==> config.mk <==
export PLATFORM = sky130hd
export DESIGN_NAME = instr_framer
export DESIGN_NICKNAME = d
export VERILOG_FILES = /design/src/rtl/framer_pkg.sv /design/src/rtl/instr_decoder.sv /design/src/rtl/framer_ctrl.sv /design/src/rtl/framer_datapath.sv /design/src/rtl/instr_framer.sv
export SDC_FILE = /design/constraint.sdc
export NUM_CORES = 1
export LEC_CHECK = 0
export ABC_AREA = 1
export BUFFER_PORTS_ARGS = -buffer_cell sky130_fd_sc_hd__buf_2
export CAP_MARGIN = 5
export CORE_AREA = 2 2 71 73
export CTS_BUF_LIST = sky130_fd_sc_hd__clkbuf_8
export DETAILED_ROUTE_END_ITERATION = 8
export DIE_AREA = 0 0 73 75
export GPL_TIMING_DRIVEN = 0
export MAX_ROUTING_LAYER = met4
export PLACE_DENSITY = 0.89
export RECOVER_POWER = 25
export SLEW_MARGIN = 30
export SYNTH_ARGS = -nofsm -noshare
export SYNTH_HDL_FRONTEND = slang
export SYNTH_SLANG_ARGS = --single-unit
==> constraint.sdc <==
create_clock -name clk -period 2.6 [get_ports clk]
set_input_delay 0.52 -clock clk [delete_from_list [all_inputs] [get_ports clk]]
set_output_delay 0.52 -clock clk [all_outputs]
set_load 0.03 [all_outputs]
==> src/rtl/framer_pkg.sv <==
package framer_pkg;
  localparam int BYTE_W  = 8;
  localparam int MAX_OPS = 3;
  localparam int PAGE_W  = 2;
  localparam int CNT_W   = $clog2(MAX_OPS + 1);
  localparam int LEN_W   = $clog2(MAX_OPS + 3);

  typedef enum logic [2:0] {
    MODE_INH  = 3'd0,
    MODE_IMM  = 3'd1,
    MODE_DIR  = 3'd2,
    MODE_EXT  = 3'd3,
    MODE_IDXX = 3'd4,
    MODE_IDXY = 3'd5,
    MODE_REL  = 3'd6
  } addrMode_t;

  typedef struct packed {
    logic              legal;
    logic              isPrefix;
    logic [PAGE_W-1:0] prefixPage;
    addrMode_t         mode;
    logic [CNT_W-1:0]  nOps;
  } decode_t;

  typedef struct packed {
    logic setPage;
    logic loadOpc;
    logic loadOpnd;
    logic clear;
  } strobe_t;

  // holes in the page-0 accumulator inherent columns
  function automatic logic gapInh(input logic [3:0] lo);
    return lo inside {4'h1, 4'h2, 4'h5, 4'hB, 4'hE};
  endfunction

  // holes in the page-0 memory read-modify-write columns
  function automatic logic gapMem(input logic [3:0] lo);
    return lo inside {4'h1, 4'h2, 4'h5, 4'hB};
  endfunction

  // rows holding 16-bit immediate operands
  function automatic logic wideImm(input logic [3:0] lo);
    return lo inside {4'h3, 4'hC, 4'hE};
  endfunction
endpackage

==> src/rtl/instr_decoder.sv <==
module instr_decoder
  import framer_pkg::*;
(
  input  logic [PAGE_W-1:0] page,
  input  logic [BYTE_W-1:0] opByte,
  output decode_t           dec
);
  logic [3:0] hi;
  logic [3:0] lo;
  assign hi = opByte[7:4];
  assign lo = opByte[3:0];

  always_comb begin
    dec = '{legal: 1'b0, isPrefix: 1'b0, prefixPage: '0, mode: MODE_INH, nOps: '0};
    unique case (page)
      2'd0: begin
        dec.legal = 1'b1;
        case (hi)
          4'h1: begin
            case (lo)
              4'h2, 4'h3: begin dec.mode = MODE_DIR;  dec.nOps = 2'd3; end
              4'h4, 4'h5: begin dec.mode = MODE_DIR;  dec.nOps = 2'd2; end
              4'hC, 4'hD: begin dec.mode = MODE_IDXX; dec.nOps = 2'd2; end
              4'hE, 4'hF: begin dec.mode = MODE_IDXX; dec.nOps = 2'd3; end
              4'h8: begin dec.legal = 1'b0; dec.isPrefix = 1'b1; dec.prefixPage = 2'd1; end
              4'hA: begin dec.legal = 1'b0; dec.isPrefix = 1'b1; dec.prefixPage = 2'd2; end
              default: ;
            endcase
          end
          4'h2: begin dec.mode = MODE_REL; dec.nOps = 2'd1; end
          4'h4, 4'h5: dec.legal = !gapInh(lo);
          4'h6: begin dec.legal = !gapMem(lo); dec.mode = MODE_IDXX; dec.nOps = 2'd1; end
          4'h7: begin dec.legal = !gapMem(lo); dec.mode = MODE_EXT;  dec.nOps = 2'd2; end
          4'h8, 4'hC: begin
            if (lo == 4'h7) begin
              dec.legal = 1'b0;
            end else if (lo == 4'hD) begin
              if (hi == 4'h8) begin
                dec.mode = MODE_REL;
                dec.nOps = 2'd1;
              end else begin
                dec.legal      = 1'b0;
                dec.isPrefix   = 1'b1;
                dec.prefixPage = 2'd3;
              end
            end else if (lo != 4'hF) begin
              dec.mode = MODE_IMM;
              dec.nOps = wideImm(lo) ? 2'd2 : 2'd1;
            end
          end
          4'h9, 4'hD: begin dec.mode = MODE_DIR;  dec.nOps = 2'd1; end
          4'hA, 4'hE: begin dec.mode = MODE_IDXX; dec.nOps = 2'd1; end
          4'hB, 4'hF: begin dec.mode = MODE_EXT;  dec.nOps = 2'd2; end
          default: ;
        endcase
      end
      2'd1: begin
        case (hi)
          4'h0: dec.legal = (lo == 4'h8) || (lo == 4'h9);
          4'h1: begin
            if (lo inside {4'hC, 4'hD}) begin
              dec.legal = 1'b1; dec.mode = MODE_IDXY; dec.nOps = 2'd2;
            end else if (lo inside {4'hE, 4'hF}) begin
              dec.legal = 1'b1; dec.mode = MODE_IDXY; dec.nOps = 2'd3;
            end
          end
          4'h3: dec.legal = lo inside {4'h0, 4'h5, 4'h8, 4'hA, 4'hC};
          4'h6: begin dec.legal = !gapMem(lo); dec.mode = MODE_IDXY; dec.nOps = 2'd1; end
          4'h8: begin
            if (lo == 4'hC) begin dec.legal = 1'b1; dec.mode = MODE_IMM; dec.nOps = 2'd2; end
            else if (lo == 4'hF) dec.legal = 1'b1;
          end
          4'h9: if (lo == 4'hC) begin dec.legal = 1'b1; dec.mode = MODE_DIR; dec.nOps = 2'd1; end
          4'hB: if (lo == 4'hC) begin dec.legal = 1'b1; dec.mode = MODE_EXT; dec.nOps = 2'd2; end
          4'hC: if (lo == 4'hE) begin dec.legal = 1'b1; dec.mode = MODE_IMM; dec.nOps = 2'd2; end
          4'hD: if (lo inside {4'hE, 4'hF}) begin dec.legal = 1'b1; dec.mode = MODE_DIR; dec.nOps = 2'd1; end
          4'hF: if (lo inside {4'hE, 4'hF}) begin dec.legal = 1'b1; dec.mode = MODE_EXT; dec.nOps = 2'd2; end
          4'hA, 4'hE: begin dec.legal = 1'b1; dec.mode = MODE_IDXY; dec.nOps = 2'd1; end
          default: ;
        endcase
      end
      2'd2: begin
        case (opByte)
          8'h83: begin dec.legal = 1'b1; dec.mode = MODE_IMM; dec.nOps = 2'd2; end
          8'h93: begin dec.legal = 1'b1; dec.mode = MODE_DIR; dec.nOps = 2'd1; end
          8'hB3: begin dec.legal = 1'b1; dec.mode = MODE_EXT; dec.nOps = 2'd2; end
          8'hA3, 8'hAC, 8'hEE, 8'hEF: begin
            dec.legal = 1'b1; dec.mode = MODE_IDXX; dec.nOps = 2'd1;
          end
          default: ;
        endcase
      end
      2'd3: begin
        case (opByte)
          8'hA3, 8'hAC, 8'hEE, 8'hEF: begin
            dec.legal = 1'b1; dec.mode = MODE_IDXY; dec.nOps = 2'd1;
          end
          default: ;
        endcase
      end
    endcase
    if (!dec.legal) begin
      dec.mode = MODE_INH;
      dec.nOps = '0;
    end
  end
endmodule

==> src/rtl/framer_ctrl.sv <==
module framer_ctrl
  import framer_pkg::*;
(
  input  logic             clk,
  input  logic             rst,
  input  logic             inValid,
  input  logic             outReady,
  input  decode_t          dec,
  input  logic [CNT_W-1:0] opndCnt,
  input  logic [CNT_W-1:0] needOps,
  output logic             inReady,
  output logic             outValid,
  output strobe_t          stb
);
  typedef enum logic [1:0] {ST_OPC, ST_OPND, ST_HOLD} state_t;
  state_t state;
  state_t nextState;
  logic   accept;

  assign inReady  = (state != ST_HOLD);
  assign outValid = (state == ST_HOLD);
  assign accept   = inValid && inReady;

  always_comb begin
    stb       = '0;
    nextState = state;
    unique case (state)
      ST_OPC: begin
        if (accept) begin
          if (dec.isPrefix) begin
            stb.setPage = 1'b1;
          end else begin
            stb.loadOpc = 1'b1;
            nextState   = (dec.nOps == '0) ? ST_HOLD : ST_OPND;
          end
        end
      end
      ST_OPND: begin
        if (accept) begin
          stb.loadOpnd = 1'b1;
          if ((opndCnt + CNT_W'(1)) == needOps) nextState = ST_HOLD;
        end
      end
      ST_HOLD: begin
        if (outReady) begin
          stb.clear = 1'b1;
          nextState = ST_OPC;
        end
      end
      default: nextState = ST_OPC;
    endcase
  end

  always_ff @(posedge clk) begin
    if (rst) state <= ST_OPC;
    else     state <= nextState;
  end
endmodule

==> src/rtl/framer_datapath.sv <==
module framer_datapath
  import framer_pkg::*;
(
  input  logic                       clk,
  input  logic                       rst,
  input  logic [BYTE_W-1:0]          inByte,
  input  decode_t                    dec,
  input  strobe_t                    stb,
  output logic [PAGE_W-1:0]          page,
  output logic [BYTE_W-1:0]          opcode,
  output addrMode_t                  mode,
  output logic                       illegal,
  output logic [CNT_W-1:0]           opndCnt,
  output logic [CNT_W-1:0]           needOps,
  output logic [LEN_W-1:0]           length,
  output logic [MAX_OPS*BYTE_W-1:0]  operands
);
  logic [BYTE_W-1:0] opnd [MAX_OPS];
  logic              wipe;
  assign wipe = rst || stb.clear;

  always_ff @(posedge clk) begin
    if (wipe) begin
      page    <= '0;
      opcode  <= '0;
      mode    <= MODE_INH;
      illegal <= 1'b0;
      opndCnt <= '0;
      needOps <= '0;
    end else begin
      if (stb.setPage) page <= dec.prefixPage;
      if (stb.loadOpc) begin
        opcode  <= inByte;
        mode    <= dec.mode;
        illegal <= !dec.legal;
        needOps <= dec.nOps;
        opndCnt <= '0;
      end
      if (stb.loadOpnd) opndCnt <= opndCnt + CNT_W'(1);
    end
  end

  for (genvar g = 0; g < MAX_OPS; g++) begin : gOpnd
    always_ff @(posedge clk) begin
      if (wipe || stb.loadOpc)                       opnd[g] <= '0;
      else if (stb.loadOpnd && opndCnt == CNT_W'(g)) opnd[g] <= inByte;
    end
    assign operands[g*BYTE_W +: BYTE_W] = opnd[g];
  end

  assign length = LEN_W'(1) + LEN_W'(page != '0) + LEN_W'(needOps);
endmodule

==> src/rtl/instr_framer.sv <==
module instr_framer
  import framer_pkg::*;
(
  input  logic                      clk,
  input  logic                      rst,
  input  logic [BYTE_W-1:0]         inByte,
  input  logic                      inValid,
  output logic                      inReady,
  output logic                      outValid,
  input  logic                      outReady,
  output logic [PAGE_W-1:0]         outPage,
  output logic [BYTE_W-1:0]         outOpcode,
  output logic [2:0]                outMode,
  output logic [LEN_W-1:0]          outLength,
  output logic [MAX_OPS*BYTE_W-1:0] outOperands,
  output logic                      outIllegal
);
  decode_t          dec;
  strobe_t          stb;
  addrMode_t        modeReg;
  logic [CNT_W-1:0] opndCnt;
  logic [CNT_W-1:0] needOps;

  instr_decoder u_dec (
    .page   (outPage),
    .opByte (inByte),
    .dec    (dec)
  );

  framer_ctrl u_ctrl (
    .clk      (clk),
    .rst      (rst),
    .inValid  (inValid),
    .outReady (outReady),
    .dec      (dec),
    .opndCnt  (opndCnt),
    .needOps  (needOps),
    .inReady  (inReady),
    .outValid (outValid),
    .stb      (stb)
  );

  framer_datapath u_dp (
    .clk      (clk),
    .rst      (rst),
    .inByte   (inByte),
    .dec      (dec),
    .stb      (stb),
    .page     (outPage),
    .opcode   (outOpcode),
    .mode     (modeReg),
    .illegal  (outIllegal),
    .opndCnt  (opndCnt),
    .needOps  (needOps),
    .length   (outLength),
    .operands (outOperands)
  );

  assign outMode = modeReg;
endmodule

==> summary.md <==
| Metric | Value |
|---|---|
| Core ar. | about 4700 sq um |
| RSZ-0062 raised after global routing | no |
| FMAX | approximately 420 MHz |
| Longest Clk Path Bufs | 2 |
| WP data required | 2080 ps |
| CTS H-tree lvls | 2 |
| Setup bufs post-CTS | 0 |
| Flop-to-flop setup slack | 420 ps |
| DRC viols | 0 |
| Crit path DAT | 1880 ps |
| Synth Cell Area | roughly 2600 sq um |
| Post-route cell area | ~3000 sq um |
| Count of state elements after synthesis | 44 |
| Run status | finished clean |
| Share of cells above drive strength 1 | 0.208 |
| Relative max-transition margin | 0.727 |
| Crit path max fanout | 10 |
| Cts bufs inserted | 5 |
| CTS tree | yes |
| Synth-to-Final Area Change | 16.1% |
| Final HPWL from detailed placement | 4820 microns |
| Initial DRC count | 160 |
| Worst Skew | 6.75 ps |
| Simple-Gate Fraction of Synth Area | 0.344 |
| Grt ovf | 0 |
| Site Rows | 25 |
| M1 WL | around 2600 microns |
| Most common cell after layout, fill and taps aside | nand2_1 |
| Diode count | 0 |
| Synth Instances | 339 |
| Final Wtd Congestion | around 1 |
| Final worst-path cycle share | 0.924 |
| Yosys cell types | 36 |
| Final count of hold timing violations | 0 |
| DIE WIDTH | 73 microns |
| Hold Path Class | primary input to flop |
| Post-DP Area | 2930 sq um |
| Total global-route track usage | 0.254 |
| CP startpoint kind | flop |
| YS warnings | 0 |
| Largest net degree at the start of global routing | 16 |
| Commonest cells after routing, fill and taps aside | nand2_1, nor2_1, inv_1, buf_2, clkbuf_1 |
| Mux share of post-synthesis cell area | 0 |
| Clk Latency, worst-skew pair | 300 ps |
| Total number of vias | ~2500 |
| Xor and xnor area share after synthesis | 0 |
| Port buffer count | 53 |
| First-pass DRT Iterations | 5 |
| Largest family of logic cells by synthesized area | simple AND/OR/NAND/NOR gates |
| Vias in the first global route | 2179 |
| Mapped Nets | 356 |
| Die H | 75 microns |
| Highest metal used | met4 |
| Initial Util | 0.556 |
| Met2 WL | 3070 microns |
| Post-Synth Adder-Cell Area | 0.0270 |
| Wire per inst | approximately 14 microns |
| VDD IR-drop max | 0.326 mV |
| Total power | between 1.5 and 2 mW |
| Synth Area in Compound Gates | 0.129 |
| Sequential area share after synthesis | 0.432 |
| Antenna violations before repair | 0 |
| Setup TNS Final | 0 ps |
| Post-route ant nets | 0 |
| Minimum clock period | 2400 ps |
| Overall die area | ~5500 sq um |
| Ports | 55 |
| Clk slew on worst S/H paths | 80 ps |
| Vias per inst | 5.47 |
| Fin nets | 416 |
| Final core utilization | 0.646 |
| Max Slew Vio Count | 0 |
| Total wire length | 6300 microns |
| Met3 WL | 451 microns |
| Slew @ Worst Pin | 406 ps |
| Static leakage | around 1.4 nW |
| Setup Crit Path Kind | flop to output port |
| First-pass GRT wire length | 10200 microns |
| Endpoint class of the critical path | output port |
| Clock Sink Count | 44 |
| Worst hold slack | 395 ps |
| CTS root buf | clkbuf_8 |
| Max Cap Viol | 0 |
| Avg Cell Area, Syn | around 7.6 sq um |
| Power Density | approximately 600 nW/um^2 |
| Final setup violation count | 0 |
-- synth_stat cells --
cell	n	area, sq um
o21ai_2	9	78.8
nand2_1	94	353
nor2_2	5	31.3
dfxtp_1	20	400
o211ai_2	1	12.5
o32ai_1	1	8.76
inv_1	27	101
nand2_2	10	62.6
o311ai_0	1	8.76
nor3_1	3	15.0
o21ai_1	5	25.0
a21oi_2	1	8.76
nor2_4	1	11.3
a211oi_1	1	7.51
nand3b_1	1	7.51
buf_2	1	5.00
nand4_1	1	6.26
clkinv_4	1	8.76
nand3_4	4	70.1
fa_1	1	20.0
ha_1	4	50.1
buf_4	1	7.51
o31ai_1	1	7.51
a21oi_1	13	65.1
nand3_2	2	20.0
edfxtp_1	24	721
o221ai_1	1	8.76
buf_8	1	15.0
nand2_4	2	22.5
o22ai_1	1	6.26
inv_2	10	37.5
o211ai_1	2	15.0
nand3_1	14	70.1
o21ai_0	15	75.1
nor2_1	59	221
o21bai_1	1	7.51
-- sequential cells by signal (all words and copies together), names as in the netlist --
register and cells:
u_dp.mode 3, u_dp.needOps 2, u_dp.opnd 24, u_ctrl.state 2, u_dp.page 2, u_dp.opndCnt 2, u_dp.opcode 8, u_dp.illegal 1
-- repair_timing --
action / 4_1_cts / 5_1_grt
endpoints found under the setup margin: 0 / 2
resized for setup: 0 / 1
hold buffers: 0 / 0
-- per-stage QoR --
stage / instances / setup WS, ps
CTS: 454 / 50.7
global placement: 446 / 73.3
finish: 454 / 198
floorplan: 339 / 322
global route: 454 / 64.4
detailed placement: 446 / 68.8
-- critical path: stages (launching register included) --
cell and delay [ps]:
dfxtp_1 400, nor2_4 280, ha_1 200, inv_1 50, fa_1 470, inv_1 30
buf_2 160
-- path summary, 6_finish.rpt --
check	startpoint	cells past startpoint	end
setup / recovery	u_dp.page[0]$_SDFFE_PP0P_	6	outLength[1]
hold / removal	rst	2	u_ctrl.state[1]$_SDFFE_PP0P_
setup reg to reg	u_ctrl.state[1]$_SDFFE_PP0P_	9	u_dp.opnd[1][7]$_SDFFCE_PN0P_
hold reg to reg	u_dp.mode[2]$_SDFFE_PP0P_	2	u_dp.mode[2]$_SDFFE_PP0P_
-- report_power, final --
| group | switching [mW] | internal, mW | leakage [nW] |
|---|---|---|---|
| registers | 0.0268 | 0.807 | 0.427 |
| clock network | 0.236 | 0.290 | 0.0591 |
| logic | 0.364 | 0.113 | 0.927 |
| total | 0.627 | 1.21 | 1.41 |
-- cell type report --
type	count	area, sq um
buffer	3	27.5
inverter	38	148
clock buffer	5	68.8
multi-input combinational	254	1300
clock inverter	3	45.0
tap	54	67.6
sequential	44	1120
fill	419	1650
timing repair buffer	53	231
-- cells by family (layout without fill, tap and decap cells) --
| kind of cell | Yosys count | in the layout |
|---|---|---|
| simple gates | 196 | 196 |
| compound gates | 53 | 53 |
| flops | 44 | 44 |
| buf+inv | 41 | 102 |
| fa+ha+maj | 5 | 5 |
-- per-layer routing --
metal  global-route usage  vias up
li1                     -     1227
met1                0.299     1118
met2                0.441      121
met3               0.0428       17
met4               0.0823        0
met5                    -        -
Note: power is estimated with default switching activity, not from simulation.
